===== src/rtl/dram_seq_pkg.sv =====
package dram_seq_pkg;
   typedef enum logic [1:0] {
      SEQ_IDLE      = 2'd0,
      SEQ_WAIT_PAGE = 2'd1,
      SEQ_WAIT_COL  = 2'd2,
      SEQ_STREAM    = 2'd3
   } seq_state_t;
endpackage


===== src/rtl/dram_cmd_decode.sv =====
module dram_cmd_decode
   import dram_seq_pkg::*;
#(
   parameter int               DATA_W   = 8,
   parameter logic [DATA_W-1:0] OP_PAGE  = 8'hB1,
   parameter logic [DATA_W-1:0] OP_COL   = 8'h13,
   parameter logic [DATA_W-1:0] OP_WRITE = 8'h1D
) (
   input  logic              clk,
   input  logic              rst,
   input  logic              wr_en,
   input  logic              rs,
   input  logic [DATA_W-1:0] din,
   output logic              page_load,
   output logic              col_load,
   output logic              data_take,
   output seq_state_t        state
);
   if (OP_PAGE == OP_COL || OP_PAGE == OP_WRITE || OP_COL == OP_WRITE) begin : g_bad_op
      $error("dram_cmd_decode: opcodes must be distinct");
   end

   logic       is_cmd, is_par;
   seq_state_t state_nx;

   assign is_cmd    = wr_en && !rs;
   assign is_par    = wr_en &&  rs;
   assign page_load = is_par && (state == SEQ_WAIT_PAGE);
   assign col_load  = is_par && (state == SEQ_WAIT_COL);
   assign data_take = is_par && (state == SEQ_STREAM);

   always_comb begin
      state_nx = state;
      if (is_cmd) begin
         if (din == OP_PAGE)       state_nx = SEQ_WAIT_PAGE;
         else if (din == OP_COL)   state_nx = SEQ_WAIT_COL;
         else if (din == OP_WRITE) state_nx = SEQ_STREAM;
         else                      state_nx = SEQ_IDLE;
      end else if (page_load || col_load) begin
         state_nx = SEQ_IDLE;
      end
   end

   always_ff @(posedge clk) begin
      if (rst) state <= SEQ_IDLE;
      else     state <= state_nx;
   end

   // an unknown opcode always leaves the decoder idle
   assert_unknown_idle_R9: assert property (@(posedge clk) disable iff (rst)
      (is_cmd && din != OP_PAGE && din != OP_COL && din != OP_WRITE) |=> state == SEQ_IDLE);
   // a parameter byte always closes the wait
   assert_param_closes_R3: assert property (@(posedge clk) disable iff (rst)
      (page_load || col_load) |=> state == SEQ_IDLE);
   // with no strobe the state holds
   assert_no_strobe_hold_R10: assert property (@(posedge clk) disable iff (rst)
      !wr_en |=> $stable(state));
endmodule


===== src/rtl/dram_addr_counter.sv =====
module dram_addr_counter #(
   parameter int W     = 8,
   parameter int MAX   = 159,
   parameter bit CLAMP = 1'b1
) (
   input  logic         clk,
   input  logic         rst,
   input  logic         load,
   input  logic [W-1:0] load_val,
   input  logic         incr,
   output logic [W-1:0] cnt
);
   localparam logic [W-1:0] MAX_V = W'(MAX);

   if (MAX < 1 || MAX >= (1 << W)) begin : g_bad_max
      $error("dram_addr_counter: MAX does not fit W bits");
   end

   logic [W-1:0] load_fix;
   logic         load_ok;

   if (CLAMP) begin : g_clamp
      assign load_fix = (load_val > MAX_V) ? MAX_V : load_val;
      assign load_ok  = 1'b1;
   end else begin : g_drop
      assign load_fix = load_val;
      assign load_ok  = (load_val <= MAX_V);
   end

   always_ff @(posedge clk) begin
      if (rst)                  cnt <= '0;
      else if (load && load_ok) cnt <= load_fix;
      else if (incr)            cnt <= (cnt == MAX_V) ? '0 : cnt + 1'b1;
   end

   // the counter stays inside its legal range
   assert_cnt_range_R4: assert property (@(posedge clk) disable iff (rst)
      cnt <= MAX_V);
   // a step at the limit wraps to zero
   assert_wrap_R7: assert property (@(posedge clk) disable iff (rst)
      (incr && !load && cnt == MAX_V) |=> cnt == '0);
   // a step below the limit adds one
   assert_step_R8: assert property (@(posedge clk) disable iff (rst)
      (incr && !load && cnt != MAX_V) |=> cnt == $past(cnt) + 1'b1);
   // no load and no step means no change
   assert_idle_hold_R10: assert property (@(posedge clk) disable iff (rst)
      (!incr && !load) |=> $stable(cnt));
endmodule


===== src/rtl/dram_cmd_seq.sv =====
module dram_cmd_seq
   import dram_seq_pkg::*;
#(
   parameter int                DATA_W   = 8,
   parameter int                PAGE_W   = 6,
   parameter int                COL_W    = 8,
   parameter int                PAGE_MAX = 32,
   parameter int                COL_MAX  = 159,
   parameter logic [DATA_W-1:0] OP_PAGE  = 8'hB1,
   parameter logic [DATA_W-1:0] OP_COL   = 8'h13,
   parameter logic [DATA_W-1:0] OP_WRITE = 8'h1D,
   parameter bit                CLAMP    = 1'b1
) (
   input  logic              clk,
   input  logic              rst,
   input  logic              wr_en,
   input  logic              rs,
   input  logic [7:0]        din,
   input  logic              dir_page,
   output logic              ram_we,
   output logic [5:0]        ram_page,
   output logic [7:0]        ram_col,
   output logic [7:0]        ram_data
);
   if (DATA_W != 8 || PAGE_W != 6 || COL_W != 8) begin : g_bad_port
      $error("dram_cmd_seq: port widths are fixed at 8/6/8");
   end
   if (PAGE_W > DATA_W || COL_W > DATA_W) begin : g_bad_w
      $error("dram_cmd_seq: address wider than host byte");
   end

   logic              page_load, col_load, data_take;
   logic              step_page, step_col;
   logic [PAGE_W-1:0] page_cnt;
   logic [COL_W-1:0]  col_cnt;
   seq_state_t        state;

   dram_cmd_decode #(
      .DATA_W(DATA_W), .OP_PAGE(OP_PAGE), .OP_COL(OP_COL), .OP_WRITE(OP_WRITE)
   ) u_dec (
      .clk(clk), .rst(rst), .wr_en(wr_en), .rs(rs), .din(din),
      .page_load(page_load), .col_load(col_load), .data_take(data_take),
      .state(state)
   );

   assign step_page = data_take &&  dir_page;
   assign step_col  = data_take && !dir_page;

   dram_addr_counter #(.W(PAGE_W), .MAX(PAGE_MAX), .CLAMP(CLAMP)) u_page (
      .clk(clk), .rst(rst), .load(page_load), .load_val(din[PAGE_W-1:0]),
      .incr(step_page), .cnt(page_cnt)
   );

   dram_addr_counter #(.W(COL_W), .MAX(COL_MAX), .CLAMP(CLAMP)) u_col (
      .clk(clk), .rst(rst), .load(col_load), .load_val(din[COL_W-1:0]),
      .incr(step_col), .cnt(col_cnt)
   );

   always_ff @(posedge clk) begin
      if (rst) begin
         ram_we   <= 1'b0;
         ram_page <= '0;
         ram_col  <= '0;
         ram_data <= '0;
      end else begin
         ram_we <= data_take;
         if (data_take) begin
            ram_page <= page_cnt;
            ram_col  <= col_cnt;
            ram_data <= din;
         end
      end
   end

   // the strobe is low in the first cycle after reset
   assert_reset_quiet_R1: assert property (@(posedge clk) disable iff (rst)
      $past(rst) |-> !ram_we);
   // every strobe comes from a data byte taken one edge earlier
   assert_we_source_R6: assert property (@(posedge clk) disable iff (rst)
      ram_we |-> $past(wr_en && rs));
   // writes only happen while a data stream was open
   assert_stream_only_R2: assert property (@(posedge clk) disable iff (rst)
      ram_we |-> $past(state == SEQ_STREAM));
   // the written byte is the one that was presented
   assert_data_match_R6: assert property (@(posedge clk) disable iff (rst)
      ram_we |-> ram_data == $past(din));
   // a column step leaves the page alone
   assert_col_step_page_R7: assert property (@(posedge clk) disable iff (rst)
      step_col |=> $stable(page_cnt));
   // a page step leaves the column alone
   assert_page_step_col_R8: assert property (@(posedge clk) disable iff (rst)
      step_page |=> $stable(col_cnt));
endmodule


===== config.mk =====
export PLATFORM = sky130hd
export DESIGN_NAME = dram_cmd_seq
export DESIGN_NICKNAME = d
export VERILOG_FILES = /design/src/rtl/dram_seq_pkg.sv /design/src/rtl/dram_cmd_decode.sv /design/src/rtl/dram_addr_counter.sv /design/src/rtl/dram_cmd_seq.sv
export SDC_FILE = /design/constraint.sdc
export NUM_CORES = 1
export LEC_CHECK = 0
export CAP_MARGIN = 20
export CELL_PAD_IN_SITES_DETAIL_PLACEMENT = 1
export CELL_PAD_IN_SITES_GLOBAL_PLACEMENT = 2
export CORE_AREA = 2 2 69 97
export DETAILED_ROUTE_END_ITERATION = 8
export DIE_AREA = 0 0 71 99
export PLACE_DENSITY_LB_ADDON = 0.1
export RECOVER_POWER = 25
export SLEW_MARGIN = 0
export SYNTH_ARGS = -nofsm -noshare
export SYNTH_HDL_FRONTEND = slang
export SYNTH_SLANG_ARGS = --single-unit

===== constraint.sdc =====
create_clock -name clk -period 2 [get_ports clk]
set_input_delay 0.2 -clock clk [delete_from_list [all_inputs] [get_ports clk]]
set_output_delay 0.2 -clock clk [all_outputs]
set_load 0.005 [all_outputs]

# ---- Word-level counts from Yosys, hierarchy flattened
# Cells that the tools add are included.
dict set report classes {
  mux 13
  n_eq_ne 8
  order_cmp 2
  reduce_logical 13
  n_addsub 2
}
# op count
set ops {}
lappend ops {{two-way mux 8 bit} 4}
lappend ops {{two-way mux 6 bit} 4}
lappend ops {{equality test 8 x 5 -> 1 bit (second input constant)} 2}
lappend ops {{equality test 8 bit (second input constant)} 2}
lappend ops {{two-way mux 2 bit} 5}
lappend ops {{adder 8 x 1 -> 8 bit (second input constant)} 1}
lappend ops {{greater-than comparator 8 bit (second input constant)} 1}
lappend ops {{logical AND 1 bit} 7}
lappend ops {{adder 6 x 1 -> 6 bit (second input constant)} 1}
lappend ops {{equality test 6 bit (second input constant)} 1}
lappend ops {{greater-than comparator 6 bit (second input constant)} 1}
lappend ops {{nonzero test 2 bit} 3}
lappend ops {{equality test 2 bit (second input constant)} 2}
lappend ops {{equality test 2 x 1 -> 1 bit (second input constant)} 1}
lappend ops {{logical NOT 1 bit} 2}
lappend ops {{logical OR 1 bit} 1}
dict set report totals {
  out_inout_bits 23
  reg_bits 39
}

# ---- Depth between registers and ports, before layout
dict set report logic_depth {
  depth_word 5
  mapped_depth 6
  ltp_nobuf 6
}

# ---- Cells and area by module
# A second synthesis with hierarchy kept.
dict set report unflattened {
  hier_cells 202
  hier_area_um2 1881.8
}
# mod area_per_inst_um2 instances cells_each
set modules_own_cells {}
lappend modules_own_cells {dram_cmd_seq 842.1 1 75}
lappend modules_own_cells {{dram_addr_counter (u_col)} 493.0 1 62}
lappend modules_own_cells {{dram_addr_counter (u_page)} 380.4 1 44}
lappend modules_own_cells {dram_cmd_decode 166.4 1 21}

# ---- Worst setup path before layout
# No wires, ideal clock.
dict set report synth_timing {
  path_type {flip-flop to flip-flop}
  start {register u_page.cnt[0]}
  end {register u_page.cnt[5]}
  path_stages_with_launch 7
  period_less_slack_ps 1366
  setup_slack_ps 634
  t_arrival_ps 1271
  required_time_ps 1905
  cell_sequence {dfxtp_1 -> inv_1 -> ha_1 -> nor4bb_1 -> a21oi_1 -> o21ai_0 -> a221oi_1}
}
dict set report synth_via {
  elab_chain_len 4
}
# element line_no
set synth_rtl {}
lappend synth_rtl {{start, declared} dram_addr_counter.sv:11} ;# output logic [W-1:0] cnt
lappend synth_rtl {{start signal, assigned} dram_addr_counter.sv:32} ;# else if (load && load_ok) cnt <= load_fix;
lappend synth_rtl {{start signal, assigned} dram_addr_counter.sv:33} ;# else if (incr) cnt <= (cnt == MAX_V) ? '0 : cnt + 1'b1;
lappend synth_rtl {{adder 6 x 1 -> 6 bit / equality test 6 bit (equally long branches)} dram_addr_counter.sv:33}
lappend synth_rtl {{two-way mux 6 bit * (2 in series)} dram_addr_counter.sv:33}
lappend synth_rtl {{two-way mux 6 bit *} dram_addr_counter.sv:32}
# Mark *: on every way between the ends. The rest lies on a longest branch, timed or not. The select of a mux whose other input is x is not followed.
# A chain may end at the register's enable or synchronous reset.

# ---- Final worst setup path
dict set report layout_timing {
  start {input port rs}
  end {register u_col.cnt[1]}
}
dict set report layout_via {
  elab_chain_len 4
}
# element line_no
set layout_rtl {}
lappend layout_rtl {{start, declared} dram_cmd_seq.sv:17} ;# input logic rs,
lappend layout_rtl {{logical AND 1 bit *} dram_cmd_decode.sv:27} ;# assign is_par = wr_en && rs;
lappend layout_rtl {{logical AND 1 bit} dram_cmd_decode.sv:30} ;# assign data_take = is_par && (state == SEQ_STREAM);
lappend layout_rtl {{logical AND 1 bit} dram_cmd_seq.sv:47} ;# assign step_col = data_take && !dir_page;
lappend layout_rtl {{nonzero test 2 bit (no source line)} -}
lappend layout_rtl {{end signal, assigned} dram_addr_counter.sv:32}
lappend layout_rtl {{end signal, assigned} dram_addr_counter.sv:33}
lappend layout_rtl {{end, declared} dram_addr_counter.sv:11}
# Mark *: on every way between the ends. The rest lies on a longest branch, timed or not.

==> metrics.cfg <==
[run_status]
outcome=complete, no violations

[setup_path]
path_class=in -> reg
critPathMaxStageDelay_ps=670
arrival_ps=1890
cp.buffers_inverters=1
required_ps=2210
critPathCaptureType=register
critPathTopFamily=buffers and inverters
worstPathCellList=dlygate4sd3_1 -> and4b_1 -> a41oi_2 -> nand2_1 -> a311oi_1
cpMaxStageDelayCell=dlygate4sd3_1
startpoint_type=input port
crit_fanout=10

[cells_and_area]
insertedDiodeCount=0
fin_nets=299
final_cell_count_no_fill=356
final_common_cell=nand2_1
final_layout_size_suffix_gt1_frac=0.08451
syn_to_final_growth_pct=30.19
mostFrequentLayoutCells=57 x nand2_1, 39 x dfxtp_1, 36 x a21oi_1

[power]
ir_worst_vdd_v=0.0002535
pwr_density_cell_nw_per_um2=626.1
p_leak_nw=0.8586

[clock_tree]
insertion_delay_ps=290
htreeDepth=2
cts_tree=yes
cts_resized=0
cts-root-buf=clkbuf_8
clock-sinks=39
path_clk_slew_ps=80
post-cts-setup-buffer-count=0
cts_made_buffers=5
cts_buffer_depth=2
ctsHoldBuffers=0

[drt]
vias=1903
postRouteAntennaNets=0
wl_per_cell_um=16.09
drtIter0Drc=97
route.final.wire_length_um=5728
vias_per_cell=5.346
remaining_drc_errors=0
drtPass1Iterations=4

[job]
drv_cap=0

[placed_design]
place.gp.congestion=0.7900
place_ws_ps=89.92
io_buffers=35
placed_cells=348
post-dp-hpwl_um=4162

[logic_synthesis]
synth_edf_count=0
synthCells=245
syn_nets=261
synth-seq-cells=39
async_flop_share=0
synthesis.area_um2=1911
synth_cell_types=47
ys.flop_type=dfxtp_1
seq_area_frac_synth=0.4086
yosys_warnings=0
synth_area_per_cell_um2=7.798

[timing]
finalCritPeriodShare=0.8404
worstMarginPinSlew_ps=394.3
hold_viol_final=0
slew_headroom=0.7367
fmax_mhz=594.9
tns_ps=0
skew_ps=4.211
rsz0062_at_grt=false
maxSlewViolCount=0
setup_slack_ps=319.1
finalCriticalPeriod_ps=1681
setup_viol=0

[die]
fp.dieArea_um2=7029
ios=36
fp.dieW_um=71
initial_core_util=0.3097
core_area_um2=6168
rows=34
die-height_um=99

[grt]
grt_pass1_vias=1953
overflow=0
antenna_found_initial=0
grt_pass1_wl_um=9735
grt_usage=0.1740
grt_start_max_net_pins=43

[min_path]
min-delay-path-class=reg -> reg

## synth_stat cells, types with 2 or more instances
cell | n | area (um^2)
nand4_1 | 2 | 12.51
nand3_1 | 7 | 35.03
o21ai_0 | 10 | 50.05
ha_1 | 3 | 37.54
dfxtp_1 | 39 | 780.8
nor2_1 | 14 | 52.55
buf_4 | 3 | 22.52
a221oi_1 | 2 | 17.52
nand2b_1 | 6 | 37.54
a211oi_1 | 3 | 22.52
nand4bb_1 | 2 | 22.52
nor3_1 | 3 | 15.01
o311ai_0 | 2 | 17.52
a21oi_1 | 36 | 180.2
a311oi_1 | 2 | 17.52
nor3b_1 | 2 | 15.01
o22ai_1 | 2 | 12.51
inv_1 | 6 | 22.52
nand2_1 | 57 | 214.0
and3_1 | 2 | 12.51
nand4b_1 | 4 | 35.03
clkbuf_1 | 9 | 33.78
buf_2 | 4 | 20.02
and4b_1 | 2 | 20.02
## state kept, by name, indices dropped and copies added (netlist names)
| register | count |
|---|---|
| u_col.cnt | 8 |
| u_dec.state | 2 |
| ram_page | 6 |
| ram_col | 8 |
| u_page.cnt | 6 |
| ram_data | 8 |
| ram_we | 1 |
## worst min-delay path: stages (launching register included)
cell	delay, ps
dfxtp_1	310
nand2_1	50
a21oi_1	50
## power breakdown
group | internal [mW] | switching, mW | total (mW)
clock network | 0.404 | 0.292 | 0.696
registers | 0.776 | 0.00105 | 0.777
logic | 0.0374 | 0.0464 | 0.0838
## stage by stage
step / area (um^2) / total power, mW / hold slack (ps) / util
global placement: 2377 / 0.8823 / 443.2 / 0.3854
CTS: 2495 / 1.585 / 458.6 / 0.4045
finish: 2487 / 1.557 / 452.8 / 0.4032
global route: 2487 / 1.613 / 484.8 / 0.4032
detailed placement: 2377 / 0.8820 / 447.0 / 0.3854
floorplan: 1911 / 0.8279 / 336.0 / -
## final timing paths
check / from / to / slack (ps) / cells past startpoint
setup / recovery: rs / u_col.cnt[1] / 320 / 5
hold / removal: ram_col[3] / ram_col[3] / 450 / 2
setup reg to reg: u_dec.state[0] / u_col.cnt[1] / 340 / 4
hold reg to reg: ram_col[3] / ram_col[3] / 450 / 2
## kinds of logic after synthesis
| kind of cell | Yosys count | synth area share |
|---|---|---|
| xor+xnor | 1 | 0.004585 |
| mux | 1 | 0.005893 |
| flops | 39 | 0.4086 |
| fa+ha+maj | 3 | 0.01965 |
| buf+inv | 22 | 0.05173 |
| compound gates | 68 | 0.2201 |
| simple gates | 111 | 0.2895 |
## per-layer routing
| metal | track usage | part of all wire | vias up |
|---|---|---|---|
| li1 | - | - | 942 |
| met1 | 0.2075 | 0.45 | 923 |
| met2 | 0.3048 | 0.50 | 27 |
| met3 | 0.02658 | 0.021 | 11 |
| met4 | 0.07547 | 0.024 | 0 |
| met5 | 0 | 0 | - |
## cell type report
cell class	count	area, um^2
Clock buffer	6	82.58
Clock inverter	2	35.03
Fill cell	751	3681
Inverter	6	22.52
Multi-Input combinational cell	184	1031
Sequential cell	39	780.7
Tap cell	72	90.09
Timing Repair Buffer	47	445.4
No activity file was read; power rests on OpenSTA's default activity.
